--- config.mk ---
export PLATFORM = sky130hd
export DESIGN_NAME = sig_step_packer
export DESIGN_NICKNAME = d
export VERILOG_FILES = /design/src/rtl/sig_step_packer.sv
export SDC_FILE = /design/constraint.sdc
export NUM_CORES = 1
export LEC_CHECK = 0
export BUFFER_PORTS_ARGS = -buffer_cell sky130_fd_sc_hd__buf_2
export CAP_MARGIN = 20
export CORE_MARGIN = 5
export CORE_UTILIZATION = 59
export CTS_CLUSTER_DIAMETER = 200
export DETAILED_ROUTE_END_ITERATION = 6
export PLACE_DENSITY_LB_ADDON = 0.05
export SYNTH_ARGS = -nofsm -noshare
export SYNTH_HDL_FRONTEND = slang
export SYNTH_SLANG_ARGS = --single-unit
--- constraint.sdc ---
create_clock -name clk -period 5.2 [get_ports clk]
set_input_delay 0.78 -clock clk [delete_from_list [all_inputs] [get_ports clk]]
set_output_delay 0.78 -clock clk [all_outputs]
set_load 0.02 [all_outputs]
--- src/rtl/sig_step_packer.sv ---
module sig_step_packer #(
  parameter logic [7:0] SYNC_HI       = 8'hAA,
  parameter logic [7:0] SYNC_LO       = 8'h55,
  parameter int         SETTLE_CYCLES = 2
) (
  input  logic        clk,
  input  logic        rst_n,
  input  logic        run,
  output logic        step_clk,
  input  logic [2:0]  mon_cmd,
  input  logic [11:0] mon_addr,
  input  logic [1:0]  mon_bank,
  input  logic        mon_dqm,
  input  logic        mon_dqdrive,
  input  logic        mon_busy_n,
  input  logic        mon_rd_valid,
  input  logic        mon_wrd_ack,
  input  logic        mon_rd_n,
  input  logic        mon_wr_n,
  output logic [7:0]  tx_data,
  output logic        tx_valid,
  input  logic        tx_ready
);
  localparam int FRAME_BYTES = 7;
  localparam int IDX_W = $clog2(FRAME_BYTES);
  localparam int WAIT_W = (SETTLE_CYCLES > 1) ? $clog2(SETTLE_CYCLES) : 1;
  localparam logic [IDX_W-1:0] LAST_IDX = IDX_W'(FRAME_BYTES - 1);
  localparam logic [WAIT_W-1:0] WAIT_END = WAIT_W'(SETTLE_CYCLES - 1);

  typedef enum logic [1:0] {S_IDLE, S_HIGH, S_SETTLE, S_SEND} st_t;

  st_t              st;
  logic             step_q;
  logic [WAIT_W-1:0] wait_q;
  logic [IDX_W-1:0] idx_q;
  logic [7:0]       seq_q;
  logic [7:0]       pb0, pb1, pb2, pb3;

  assign step_clk = step_q;
  assign tx_valid = (st == S_SEND);

  always_comb begin
    case (idx_q)
      3'd0:    tx_data = SYNC_HI;
      3'd1:    tx_data = SYNC_LO;
      3'd2:    tx_data = seq_q;
      3'd3:    tx_data = pb0;
      3'd4:    tx_data = pb1;
      3'd5:    tx_data = pb2;
      default: tx_data = pb3;
    endcase
  end

  always_ff @(posedge clk) begin
    if (!rst_n) begin
      st     <= S_IDLE;
      step_q <= 1'b0;
      wait_q <= '0;
      idx_q  <= '0;
      seq_q  <= '0;
      pb0    <= '0;
      pb1    <= '0;
      pb2    <= '0;
      pb3    <= '0;
    end else begin
      case (st)
        S_IDLE: if (run) begin
          st     <= S_HIGH;
          step_q <= 1'b1;
        end
        S_HIGH: begin
          step_q <= 1'b0;
          wait_q <= '0;
          st     <= S_SETTLE;
        end
        S_SETTLE: if (wait_q == WAIT_END) begin
          pb0   <= {3'b000, mon_dqdrive, mon_dqm, mon_cmd};
          pb1   <= mon_addr[7:0];
          pb2   <= {mon_bank, 2'b00, mon_addr[11:8]};
          pb3   <= {3'b000, mon_busy_n, mon_rd_valid, mon_wrd_ack, mon_rd_n, mon_wr_n};
          idx_q <= '0;
          st    <= S_SEND;
        end else begin
          wait_q <= wait_q + 1'b1;
        end
        default: if (tx_ready) begin
          if (idx_q == LAST_IDX) begin
            seq_q <= seq_q + 8'd1;
            st    <= S_IDLE;
          end else begin
            idx_q <= idx_q + 1'b1;
          end
        end
      endcase
    end
  end
endmodule

### After elaboration in Yosys (flattened, before gate mapping)

Cells that the tools add are included.

| storage, ports and cells | value |
|---|---|
| input bits | 28 |
| word-level logic and storage cells | 54 |
| output and inout bits | 10 |
| bits in registers | 39 |

| operators by class | value |
|---|---|
| add/subtract/negate cells | 3 |
| multiplexer cells | 14 |
| reductions and logical operators | 14 |
| bitwise operators | 2 |
| equal/unequal tests | 12 |

Operators with widths:

| operator | number |
|---|---|
| 8-bit case mux with 6 select lines | 1 |
| 3-bit == test (second input constant) | 3 |
| 3-bit 2-to-1 mux | 3 |
| 8-bit by 1-bit adder with 8-bit output (second input constant) | 1 |
| 2-bit 2-to-1 mux | 4 |
| 4-bit AND reduction | 2 |
| 4-bit nonzero test | 2 |
| 3-bit by 2-bit == test with 1-bit output (second input constant) | 2 |
| 2-bit case mux with 3 select lines | 1 |
| 3-bit case mux with 2 select lines | 1 |
| 2-bit nonzero test | 3 |
| 2-bit == test (second input constant) | 2 |
| 2-bit != test (second input constant) | 2 |
| 1-bit case mux with 2 select lines | 2 |
| 2-bit AND reduction | 2 |
| 3-bit by 1-bit adder with 3-bit output (second input constant) | 1 |
| 3-bit by 1-bit == test with 1-bit output (second input constant) | 1 |
| 3-bit zero test | 1 |
| 3-bit AND reduction | 1 |
| 3-bit OR reduction | 1 |
| 2-bit by 1-bit == test with 1-bit output (second input constant) | 1 |
| 2-bit zero test | 1 |
| 1-bit 2-to-1 mux | 2 |
| 2-bit by 1-bit != test with 1-bit output (second input constant) | 1 |
| other kinds (3) | 4 |

### Logic depth before layout (Yosys ltp)

Gate-level depths: netlist (run 1).

| depth | value |
|---|---|
| depth in word-level cells | 4 |
| depth in mapped cells | 8 |
| gate-level depth less buffers | 6 |

### Worst setup path before layout (run 1)

OpenSTA, ideal clock, no wires.

| timing path | value |
|---|---|
| path kind | reg2out |
| start point | register idx_q[2] |
| end point | output port tx_data[0] |
| data required time | 4.420 ns |
| stages on the path, launching flop included | 7 |
| buffers on the path | 2 |
| slack | 2.628 ns |
| arrival time | 1.792 ns |
| cells stage by stage | dfxtp_1 > inv_1 > clkbuf_1 > ha_1 > a2111o_1 > buf_2 > a41oi_1 |

| between the ends | value |
|---|---|
| longest elaborated chain between the ends | 2 |
| elaborated cells between the ends (all ways) | 7 |
| classes of those cells | eq/ne (5); mux (1); reduce/logical (1) |

RTL lines:

| item | line | text |
|---|---|---|
| start: declaration | 35 | `logic [IDX_W-1:0] idx_q;` |
| start signal: assignment | 91 | `idx_q <= idx_q + 1'b1;` |
| 3-bit == test, or another cell as far along | 43 | `case (idx_q)` |
| 8-bit case mux with 6 select lines (*) | 43 |  |
| end: declaration | 20 | `output logic [7:0] tx_data,` |

Every way passes the cells marked *; elsewhere a longest branch is shown, timed or not.

### Worst setup path in the final report (run 1)

| timing path | value |
|---|---|
| start point | register idx_q[2] |
| end point | output port tx_data[4] |

The elaborated chain is that of the path after synthesis.

==> metrics.cfg, run 1 <==
[placement]
place_hpwl_um = 2970
port_buffers = 37
place_congestion = 0.874
dpl_cell_area_um2 = 2160
place_ws_ns = 2.33

[layout]
final_cell_mix = 64 x nand2_1, 39 x dfxtp_1, 37 x buf_2
fillers = 320
final_common_cell = nand2_1
synthToLayoutAreaGrowth_pct = 12.0
diodes = 0
drive_gt1_share_pct = 17.6
fin_area_um2 = 2230
final_nets = 310

[global_routing]
grt_pass1_wl_um = 6780
grt_pass1_vias = 1472
grt_max_degree = 44
antenna_found_initial = 0
grt_use_total_pct = 19.5
overflow = 0

[floorplan]
start_util_pct = 60.1
die_h_um = 68.1
rows = 21
io_pins = 38
fp.dieW_um = 68.1
core_um2 = 3310
dieArea_um2 = 4630

[clock_tree]
cts-root-buf = clkbuf_4
clk-insertion-delay-late_ns = 0.34
clk_pin_slew_ns = 0.12
cts_setup_buffers = 0
cts_resized = 0
htree_levels = 2
cts_made_buffers = 5
clk_path_buf_depth = 2
hold_buffers = 0
cts_tree = yes
cts_sinks = 39

[setup_path]
crit_fanout = 15
cp_data_arrival_time_ns = 2.49
slowest_stage = dfxtp_1
worstSetupEndpointType = output pin
cp-start-kind = flip-flop
critPathKind = flip-flop to output pin
crit_path_max_incr_delay_ns = 0.60
worst_ep_required_time_ns = 4.42
worstPathCellList = inv_1 -> ha_1 -> a2111o_1 -> o211ai_1 -> o21a_1 -> buf_2

[drt]
ant_nets = 0
drt_iter0_markers = 75
wl_per_cell_um = 12.7
vias_per_cell = 5.29
drt-total-wl_um = 4050
vias = 1682
drc = 0
firstDrtPassIters = 4

[timing]
worst_pin_slew_ns = 0.825
slew_headroom_pct = 45.0
period_minus_slack_ns = 3.27
skew_ns = 0.0121
fin_tns_setup_ns = 0
slew_viol_final = 0
rsz0062_at_grt = false
layout_setup_ws_ns = 1.93
hold_viol = 0
setup-violations-final = 0
timing.hold.ws_ns = 0.473
clock.fmax_mhz = 305
period_share_pct = 63.0

[min_path]
hp-class = flip-flop to flip-flop

[yosys]
netlist_area_um2 = 1990
ys_types = 35
netlist_instances = 244
ys_seq_area_share_pct = 39.3
synth.net_count = 283
synth-seq-cells = 39
ys_warn_count = 0
syn_area_per_cell_um2 = 8.15

[flow_run]
cap_violations = 0

[status]
outcome = completed

[power]
ir_drop_mv = 0.235
powerDensity_nw_per_um2 = 360
power_w = 0.000802
leakagePower_nw = 0.838

-- cell usage after synthesis --
master    number  area [um^2]
clkbuf_1      10         37.5
a21oi_1        6         30.0
and3_1         4         25.0
nand2_1       64          240
dfxtp_1       39          781
o21a_1         1         7.51
a31oi_1        5         31.3
a22oi_1        1         7.51
a221oi_1       2         17.5
a21boi_0      27          203
nor2_1         5         18.8
and4_1         1         8.76
o21ai_0        7         35.0
a2111o_1       1         11.3
nand4_1        4         25.0
xnor2_1        6         52.6
o22ai_1        1         6.26
a21boi_1       1         7.51
nor2b_1        2         12.5
a41oi_1        4         35.0
ha_1          11          138
o31ai_1        1         7.51
or4_1          1         7.51
buf_2          7         35.0
o211ai_1       1         7.51
and2_1         7         43.8
mux2i_1        4         40.0
inv_1          8         30.0
nand3_1        7         35.0
and3_2         1         7.51
nand4_2        1         12.5
nor3_2         1         10.0
a32oi_1        1         8.76
nor3_1         1         5.00
a211oi_1       1         7.51
-- stage by stage --
step,cells,util (%)
after floorplan,244,-
after global placement,310,65.2
after detailed placement,310,65.2
after CTS,318,67.2
after global routing,318,67.2
final,318,67.2
-- where the power goes --
group | internal [W] | switching, W | total, W
sequential | 0.000315 | 0.0000177 | 0.000332
combinational | 0.000119 | 0.000185 | 0.000304
clock | 0.0000666 | 0.0000987 | 0.000165
total | 0.000500 | 0.000301 | 0.000802
-- area by class of cell --
type	instances	area [um^2]	area share, %
timing repair buffer	37	185	8.32
tap	46	57.6	2.59
clock buffer	6	51.3	2.30
sequential	39	781	35.1
multi-input combinational	180	1100	49.6
inverter	8	30.0	1.35
clock inverter	2	16.3	0.731
-- layer usage --
metal | part of all wire, % | vias up | wire length, um | track usage (%)
li1 | - | 895 | - | -
met1 | 50 | 742 | 2030 | 27.7
met2 | 43 | 36 | 1740 | 27.8
met3 | 5.0 | 9 | 203 | 4.76
met4 | 1.9 | 0 | 76 | 8.44
met5 | 0 | - | 0 | 0
-- kinds of logic (layout without fill, tap and decap cells) --
group / after synthesis / in the layout / synth area share [%]
AND/OR/NAND/NOR: 99 / 99 / 22.7
AO/OA/AOI/OAI: 60 / 60 / 21.3
flip-flops: 39 / 39 / 39.3
buffers and inverters: 25 / 53 / 5.16
adder cells (fa/ha/maj): 11 / 11 / 6.92
XOR/XNOR: 6 / 6 / 2.64
multiplexers: 4 / 4 / 2.01
-- sequential cells by signal (all words and copies together) (netlist names) --
| name | cells |
|---|---|
| pb1 | 8 |
| seq_q | 8 |
| pb2 | 6 |
| pb0 | 5 |
| pb3 | 5 |
| idx_q | 3 |
| st | 2 |
| step_clk | 1 |
| wait_q | 1 |
-- critical path: cells and delay by family, from the launching register on --
family | cells | cell delay (ns)
AO/OA/AOI/OAI | 3 | 0.77
flip-flops | 1 | 0.60
buffers and inverters | 2 | 0.42
adder cells (fa/ha/maj) | 1 | 0.34
-- worst paths after layout --
check | start | to | slack [ns] | depth (start not counted)
setup / recovery | idx_q[2] | tx_data[4] | 1.93 | 6
hold / removal | pb2[2] | pb2[2] | 0.47 | 2
setup reg to reg | st[0] | idx_q[1] | 2.98 | 6
hold reg to reg | pb2[2] | pb2[2] | 0.47 | 2
Power figures use the tool's default switching activity.
==> run 2, diff against run 1 <==
--- a/config.mk
+++ b/config.mk
@@ -8,7 +8,7 @@
 export BUFFER_PORTS_ARGS = -buffer_cell sky130_fd_sc_hd__buf_2
 export CAP_MARGIN = 20
 export CORE_MARGIN = 5
-export CORE_UTILIZATION = 59
+export CORE_UTILIZATION = 49
 export CTS_CLUSTER_DIAMETER = 200
 export DETAILED_ROUTE_END_ITERATION = 6
 export PLACE_DENSITY_LB_ADDON = 0.05
==> constraint.sdc (replaced) <==
create_clock -name clk -period 2.71 [get_ports clk]
set_input_delay 0.4065 -clock clk [delete_from_list [all_inputs] [get_ports clk]]
set_output_delay 0.4065 -clock clk [all_outputs]
set_load 0.02 [all_outputs]
==> run 2 against run 1 <==
  * Wire length increased by 11%
  * Sequential share of layout area decreased by 1.6 points
  * Die area increased by 17%
  * Worst setup slack got worse by 1.7 ns
  * Clock power increased to 3.5 times the previous value
  * Combinational power increased by 93%
  * Register-to-register slack got worse by 2.0 ns
  * Critical path depth unchanged
  * Critical path type unchanged
  * Core utilization decreased by 8.6 points
  * Highest routed layer unchanged
  * Worst hold slack got worse by 0.12 ns
==> metrics.cfg, run 2 (synthesis results as in run 1) <==
[timing]
period_minus_slack_ns = 2.52
rsz0062_at_grt = false
hold_viol = 0
fin_tns_setup_ns = 0
clock.fmax_mhz = 397
layout_setup_ws_ns = 0.190
period_share_pct = 93.0
setup-violations-final = 0
slew_headroom_pct = 59.0
skew_ns = 0.00334
slew_viol_final = 0
worst_pin_slew_ns = 0.615

[drt]
vias_per_cell = 5.26
wl_per_cell_um = 13.7
firstDrtPassIters = 4
vias = 1716
drt-total-wl_um = 4480
ant_nets = 0
drt_iter0_markers = 118
drc = 0

[clock_tree]
htree_levels = 2
hold_buffers = 0
cts-root-buf = clkbuf_8
cts_sinks = 39
clk-insertion-delay-late_ns = 0.29
cts_tree = yes
clk_path_buf_depth = 2
cts_resized = 0
cts_setup_buffers = 0
cts_made_buffers = 5
clk_pin_slew_ns = 0.08

[global_routing]
overflow = 0
grt_pass1_wl_um = 7760
antenna_found_initial = 0
grt_use_total_pct = 18.6
grt_pass1_vias = 1679
grt_max_degree = 44

[setup_path]
timing.rr.end = seq_q[7]
critPathKind = flip-flop to output pin
reg2regPathDepth = 6
worst_ep_required_time_ns = 2.30
crit_fanout = 11
worstSetupEndpointType = output pin
cp_data_arrival_time_ns = 2.11
timing.rr.start = idx_q[0]
reg2reg_slack_ns = 1.02
cp-start-kind = flip-flop

[power]
powerDensity_nw_per_um2 = 774
pwr-share-seq_pct = 35.2
switching_share_pct = 33.4
ir_drop_mv = 0.542
intPower_w = 0.00120
leakagePower_nw = 0.889
power_w = 0.00180
p_comb_share_pct = 32.5
p_clk_share_pct = 32.3
switching_power_w = 0.000603

[min_path]
hold_path.startpoint = mon_rd_valid
min_to = pb3[3]
hp-class = input pin to flip-flop
holdPathStages = 3

[layout]
reg_top3 = pb1: 8 flops, seq_q: 8 flops, pb2: 6 flops
synthToLayoutAreaGrowth_pct = 17.2
multi_input_area_um2 = 1100
final_common_cell = nand2_1
final_cell_mix = 64 x nand2_1, 39 x dfxtp_1, 37 x buf_2
register_area_um2 = 781
diodes = 0
final_nets = 314
drive_gt1_share_pct = 18.8
fin_area_um2 = 2330
fillers = 373

[floorplan]
die_h_um = 73.7
start_util_pct = 50.1
rows = 23
fp.dieW_um = 73.7
core_um2 = 3970
dieArea_um2 = 5430
io_pins = 38

[status]
outcome = completed

[flow_run]
cap_violations = 0

[placement]
place_congestion = 0.815
place_ws_ns = 0.505
place_hpwl_um = 3240
port_buffers = 37
dpl_cell_area_um2 = 2190

[run 2: cell count changes in the layout (fill, tap and decap cells not counted)]
cell,previous run,this run
clkbuf_4,5,0
clkinv_4,1,0
bufinv_16,0,2
buf_4,0,4
clkbuf_8,1,5
[run 2: layout make-up]
cell class / count / share of cell area (%)
multi-input cells: 180 / 47.4
flip-flops and latches: 39 / 33.5
repair buffers: 41 / 9.24
clock buffers: 5 / 2.95
clock inverters: 3 / 2.90
well taps: 50 / 2.69
inverters: 8 / 1.29
[run 2: how the worst max path moves through the flow]
stage	slack, ns	endpoint	startpoint
3_5_place_dp	0.50	tx_data[4]	idx_q[0]
6_report	0.19	tx_data[4]	idx_q[0]
5_1_grt	0.05	tx_data[4]	idx_q[0]
4_1_cts	0.17	tx_data[4]	idx_q[0]
3_3_place_gp	0.54	tx_data[4]	idx_q[0]
2_1_floorplan	0.51	tx_data[0]	idx_q[2]
[run 2: critical path, stage by stage (launching register included)]
cell	delay (ns)
dfxtp_1	0.39
inv_1	0.10
ha_1	0.32
a2111o_1	0.57
o211ai_1	0.14
o21a_1	0.15
buf_2	0.16
[run 2: layer usage]
layer | vias up | part of all wire, % | global-route usage, %
met5 | - | 0 | 0
met4 | 0 | 1.7 | 6.24
met3 | 8 | 4.4 | 5.34
met2 | 40 | 43 | 28.2
met1 | 768 | 51 | 25.2
li1 | 900 | - | -
[run 2: power groups by stage]
stage | registers (W) | logic [W] | clock network, W
2_1_floorplan | 0.000649 | 0.000431 | 0
3_3_place_gp | 0.000650 | 0.000585 | 0
3_5_place_dp | 0.000650 | 0.000586 | 0
4_1_cts | 0.000637 | 0.000589 | 0.000594
5_1_grt | 0.000643 | 0.000647 | 0.000624
6_report | 0.000636 | 0.000586 | 0.000583
[run 2: per-stage QoR]
stage                     hold slack, ns  instances  utilization (%)
after global routing               0.363        326             58.7
after floorplan                    0.439        244                -
after detailed placement           0.465        318             55.2
final                              0.353        326             58.7
after CTS                          0.349        326             58.7
after global placement             0.454        318             55.2
